### src/rtl/phy_poll_pkg.sv
package phy_poll_pkg;
  localparam logic [1:0] POLL_ACTIVE = 2'b11;

  typedef enum logic [2:0] {
    ST_LIVE,
    ST_QUIESCE,
    ST_REFUSED,
    ST_ACCESS,
    ST_HOLDOFF,
    ST_REVIVE,
    ST_PARKED
  } arb_state_t;
endpackage

### src/rtl/phy_poll_tick_window.sv
module phy_poll_tick_window #(
  parameter int LIMIT = 1000
) (
  input  logic clk,
  input  logic rst,
  input  logic clear,
  input  logic tick,
  output logic last
);
  localparam int CW = $clog2(LIMIT + 1);
  localparam logic [CW-1:0] LAST_IDX = CW'(LIMIT - 1);

  logic [CW-1:0] cnt;

  always_ff @(posedge clk) begin
    if (rst || clear) cnt <= '0;
    else if (tick && !last) cnt <= cnt + 1'b1;
  end

  assign last = (cnt == LAST_IDX);

  AST_WINDOW_CLEARS: assert property (@(posedge clk) disable iff (rst)
    clear |=> !last);
endmodule

### src/rtl/phy_poll_holdoff.sv
module phy_poll_holdoff #(
  parameter int HOLD = 10
) (
  input  logic clk,
  input  logic rst,
  input  logic load,
  input  logic cancel,
  input  logic tick,
  output logic expire,
  output logic busy
);
  localparam int HW = $clog2(HOLD + 1);
  localparam logic [HW-1:0] FULL = HW'(HOLD);
  localparam logic [HW-1:0] ONE  = HW'(1);

  logic [HW-1:0] cnt;

  always_ff @(posedge clk) begin
    if (rst) cnt <= '0;
    else if (load) cnt <= FULL;
    else if (cancel) cnt <= '0;
    else if (tick && cnt != '0) cnt <= cnt - 1'b1;
  end

  assign busy   = (cnt != '0);
  assign expire = tick && (cnt == ONE) && !load && !cancel;

  AST_EXPIRE_STOPS: assert property (@(posedge clk) disable iff (rst)
    expire |=> !busy);
  AST_LOAD_ARMS: assert property (@(posedge clk) disable iff (rst)
    load |=> busy);
endmodule

### src/rtl/phy_poll_arbiter.sv
module phy_poll_arbiter
  import phy_poll_pkg::*;
#(
  parameter int WAIT_LIMIT = 1000,
  parameter int HOLDOFF_MS = 10
) (
  input  logic       clk,
  input  logic       rst,
  input  logic       host_req,
  input  logic       host_done,
  output logic       host_grant,
  output logic       host_err,
  output logic       poll_en,
  input  logic [1:0] poll_state,
  input  logic       ms_tick
);
  arb_state_t state, nxt;
  logic win_clear, win_last;
  logic tmr_load, tmr_cancel, tmr_expire, tmr_busy;
  logic grant_q, err_q, en_q;
  logic unit_active;

  assign unit_active = (poll_state == POLL_ACTIVE);
  assign win_clear   = !(state == ST_QUIESCE || state == ST_REVIVE);

  phy_poll_tick_window #(.LIMIT(WAIT_LIMIT)) u_window (
    .clk(clk), .rst(rst), .clear(win_clear), .tick(ms_tick), .last(win_last)
  );

  phy_poll_holdoff #(.HOLD(HOLDOFF_MS)) u_holdoff (
    .clk(clk), .rst(rst), .load(tmr_load), .cancel(tmr_cancel),
    .tick(ms_tick), .expire(tmr_expire), .busy(tmr_busy)
  );

  always_comb begin
    nxt        = state;
    tmr_load   = 1'b0;
    tmr_cancel = 1'b0;
    unique case (state)
      ST_LIVE:    if (host_req) nxt = ST_QUIESCE;
      ST_QUIESCE: if (ms_tick) begin
                    if (!unit_active) nxt = ST_ACCESS;
                    else if (win_last) nxt = ST_REFUSED;
                  end
      ST_REFUSED: if (!host_req) nxt = ST_LIVE;
      ST_ACCESS:  if (host_done) begin
                    nxt      = ST_HOLDOFF;
                    tmr_load = 1'b1;
                  end
      ST_HOLDOFF: if (host_req) begin
                    nxt        = ST_ACCESS;
                    tmr_cancel = 1'b1;
                  end else if (tmr_expire) begin
                    nxt = ST_REVIVE;
                  end
      ST_REVIVE:  if (ms_tick) begin
                    if (unit_active) nxt = ST_LIVE;
                    else if (win_last) nxt = ST_PARKED;
                  end
      ST_PARKED:  if (host_req) nxt = ST_ACCESS;
      default:    nxt = ST_LIVE;
    endcase
  end

  always_ff @(posedge clk) begin
    if (rst) begin
      state   <= ST_LIVE;
      grant_q <= 1'b0;
      err_q   <= 1'b0;
      en_q    <= 1'b1;
    end else begin
      state   <= nxt;
      grant_q <= (nxt == ST_ACCESS);
      err_q   <= (nxt == ST_REFUSED) || (state == ST_REVIVE && nxt == ST_PARKED);
      en_q    <= (nxt == ST_LIVE) || (nxt == ST_REFUSED) || (nxt == ST_REVIVE);
    end
  end

  assign host_grant = grant_q;
  assign host_err   = err_q;
  assign poll_en    = en_q;

  AST_GRANT_UNIT_OFF: assert property (@(posedge clk) disable iff (rst)
    host_grant |-> !poll_en);
  AST_GRANT_HELD: assert property (@(posedge clk) disable iff (rst)
    host_grant && !host_done |=> host_grant);
  AST_DONE_HOLDS_OFF: assert property (@(posedge clk) disable iff (rst)
    host_grant && host_done |=> !host_grant && !poll_en && tmr_busy);
  AST_REFUSE_ON_TIMEOUT: assert property (@(posedge clk) disable iff (rst)
    state == ST_QUIESCE && ms_tick && win_last && unit_active |=> host_err && !host_grant);
  AST_NO_GRANT_WITH_ERR: assert property (@(posedge clk) disable iff (rst)
    !(host_grant && host_err));
  AST_FAST_REGRANT: assert property (@(posedge clk) disable iff (rst)
    state == ST_HOLDOFF && host_req |=> host_grant && !poll_en);
endmodule

### config.mk
export PLATFORM = sky130hd
export DESIGN_NAME = phy_poll_arbiter
export DESIGN_NICKNAME = d
export VERILOG_FILES = /design/src/rtl/phy_poll_pkg.sv /design/src/rtl/phy_poll_tick_window.sv /design/src/rtl/phy_poll_holdoff.sv /design/src/rtl/phy_poll_arbiter.sv
export SDC_FILE = /design/constraint.sdc
export NUM_CORES = 1
export LEC_CHECK = 0
export ABC_AREA = 0
export BUFFER_PORTS_ARGS = -buffer_cell sky130_fd_sc_hd__buf_2
export CORE_MARGIN = 2
export CORE_UTILIZATION = 50
export DETAILED_ROUTE_END_ITERATION = 8
export GPL_ROUTABILITY_DRIVEN = 0
export GPL_TIMING_DRIVEN = 1
export HOLD_SLACK_MARGIN = 0.15
export PLACE_DENSITY = 0.69
export SLEW_MARGIN = 10
export SYNTH_ARGS = -nofsm -noshare
export SYNTH_HDL_FRONTEND = slang
export SYNTH_SLANG_ARGS = --single-unit
### constraint.sdc
create_clock -name clk -period 2.62 [get_ports clk]
set_input_delay 0.262 -clock clk [delete_from_list [all_inputs] [get_ports clk]]
set_output_delay 0.262 -clock clk [all_outputs]
set_load 0.02 [all_outputs]
==> results.json <==
{
  "ys_seq_area_share_pct": 38.79,
  "synth_top_cell_area_share_pct": 38.79,
  "tritoncts": "done",
  "status": "finished clean",
  "max-cap-violations": 0,
  "overflow": 0,
  "num_io_pins": 10,
  "initial_core_util_pct": 52.61,
  "crit_path_start_kind": "flop",
  "cts_hold_buf": 0,
  "tns_ns": 0,
  "drive_gt1_share_pct": 13.74,
  "total_leakage_power_nw": 0.4346,
  "slew_violations": 0,
  "synth_edf_count": 0,
  "routedWlPerCell_um": 11.73,
  "vias_per_cell": 5.506,
  "drt_iter0_markers": 11,
  "period_share_pct": 66.95,
  "yosysMostFrequentCell": "dfxtp_1",
  "wirelength_um": 1853,
  "synth_warnings": 0,
  "die-width_um": 49.44,
  "critPathRequiredTime_ns": 2.86,
  "skew_ns": 0.004577,
  "synth_top_area_cell": "dfxtp_1",
  "swShare_pct": 30.02,
  "grt_max_degree": 12,
  "syn-num-nets": 133,
  "antenna_found_initial": 0,
  "htree_levels": 1,
  "switchingPower_uw": 214.3,
  "post_cts_resized": 0,
  "clk_path_buf_depth": 2,
  "clkSinkCount": 20,
  "syn_area_um2": 1032,
  "min-delay-path-class": "input pin to flop",
  "rsz0062_at_grt": "false",
  "hold_viol_final": 0,
  "synth_cell_type_count": 42,
  "num_vias": 870,
  "p_seq_share_pct": 50.7,
  "grt_pass1_wl_um": 3325,
  "fp.dieH_um": 49.44,
  "cts_setup_buffers": 0,
  "drtAntennaViolNets": 0,
  "worst_slew_pin_slew_ns": 0.3722,
  "endpoint_kind": "flop",
  "synth.avg_cell_area_um2": 8.392,
  "drc": 0,
  "fillers": 208,
  "crit_arrival_ns": 1.99,
  "setup_viol": 0,
  "synth_cells": 123,
  "ir_worst_vdd_v": 0.0003338,
  "min_period_ns": 1.754,
  "cp_max_fo": 11,
  "area.growth.synth_to_final_pct": 8.849,
  "synth_top_flop_cell": "dfxtp_1",
  "async_flop_share_pct": 0,
  "synthTopCellsByCount": "dfxtp_1, nand2_1, nor2_1, xor2_1",
  "yosys-top-cells-area": "dfxtp_1, xor2_1, nand2_1",
  "dpl.hpwl_um": 1431,
  "io_buffers": 9,
  "hold_ws_ns": 0.1612,
  "core_um2": 1962,
  "nets": 142,
  "power_density_nw_per_um2": 635.3,
  "clock_power_share_pct": 25.2,
  "power.internal_uw": 499.5,
  "fmax_ghz": 0.5701,
  "dieArea_um2": 2444,
  "clock_latency_ns": 0.30,
  "rows": 16,
  "maxSlewHeadroom_pct": 75.18,
  "num_antenna_cells": 0,
  "cts_root_buffer": "clkbuf_4",
  "grt_pass1_vias": 815,
  "cts_buffers": 3,
  "firstDrtPassIters": 4,
  "grt_usage_pct": 17.15,
  "p_comb_share_pct": 24.2,
  "clk_pin_slew_worst_paths_ns": 0.11,
  "ys_ff_latch": 20,
  "worstSetupPathType": "flop to flop"
}
-- through the flow --
stage / setup WS (ns) / area (um^2) / utilization, % / std cells / power, mW
after floorplan: 1.058 / 1032 / - / 123 / 0.5079
after global placement: 0.9910 / 1087 / 55.42 / 154 / 0.5394
after detailed placement: 0.9076 / 1087 / 55.42 / 154 / 0.5431
after CTS: 0.8649 / 1124 / 57.27 / 158 / 0.7229
after global routing: 0.7154 / 1124 / 57.27 / 158 / 0.7668
final: 0.8659 / 1124 / 57.27 / 158 / 0.7138
-- registers in the layout, summed over array words and instances, names as in the netlist --
register and flops:
u_holdoff.cnt 4, poll_en 1, u_window.cnt 10, state 3
host_grant 1, host_err 1
-- worst paths after layout --
path,slack [ns],endpoint,cells past startpoint,from
max,0.87,host_err,5,state[0]
max reg2reg,0.87,host_err,5,state[0]
min reg2reg,0.51,u_window.cnt[3],2,u_window.cnt[3]
min,0.16,u_holdoff.cnt[3],2,rst
-- cells in the final DEF, fill, tap and decap left out, types with 2 or more instances in the layout --
cell type and count:
dfxtp_1 20, nand2_1 15, nor2_1 13, buf_2 9, xor2_1 7, nand3_1 5
a21oi_1 5, nor2b_1 4, o21ai_0 4, inv_1 3, or3_1 3, ha_1 3
clkbuf_4 3, nand2b_1 2, and3_1 2, nand4_1 2, a21o_1 2, and2_1 2
xnor2_1 2, a31oi_1 2
-- routing by layer --
metal  share of wire [%]  GRT usage [%]  routed length (um)
met5                   0              0                   0
met4                 1.5          8.333                  28
met3                 2.9          2.147                  53
met2                  48          27.70                 893
met1                  47          22.56                 878
-- final cells by class --
type	count	area [um^2]	area share, %
Multi-Input combinational cell	95	596.8	53.12
Tap cell	27	33.78	3.007
Clock buffer	4	36.28	3.229
Inverter	3	11.26	1.002
Timing Repair Buffer	9	45.04	4.009
Sequential cell	20	400.4	35.63
-- critical path: stages, from the launching register on --
cell	delay, ns
dfxtp_1	0.50
nor2b_1	0.31
nand2_1	0.08
or3b_1	0.37
a31o_1	0.26
nor3_2	0.17
-- power groups by stage --
stage	Clock [mW]	Sequential, mW	Combinational [mW]
finish	0.180	0.362	0.172
global route	0.195	0.368	0.204
CTS	0.186	0.362	0.175
detailed placement	0	0.369	0.174
global placement	0	0.368	0.172
floorplan	0	0.363	0.145
-- cell families after synthesis --
| group | synth area share (%) |
|---|---|
| AO/OA/AOI/OAI | 14.06 |
| flip-flops | 38.79 |
| AND/OR/NAND/NOR | 32.48 |
| XOR/XNOR | 7.637 |
| adder cells (fa/ha/maj) | 3.637 |
| buffers and inverters | 3.394 |
Power figures use the tool's default switching activity.
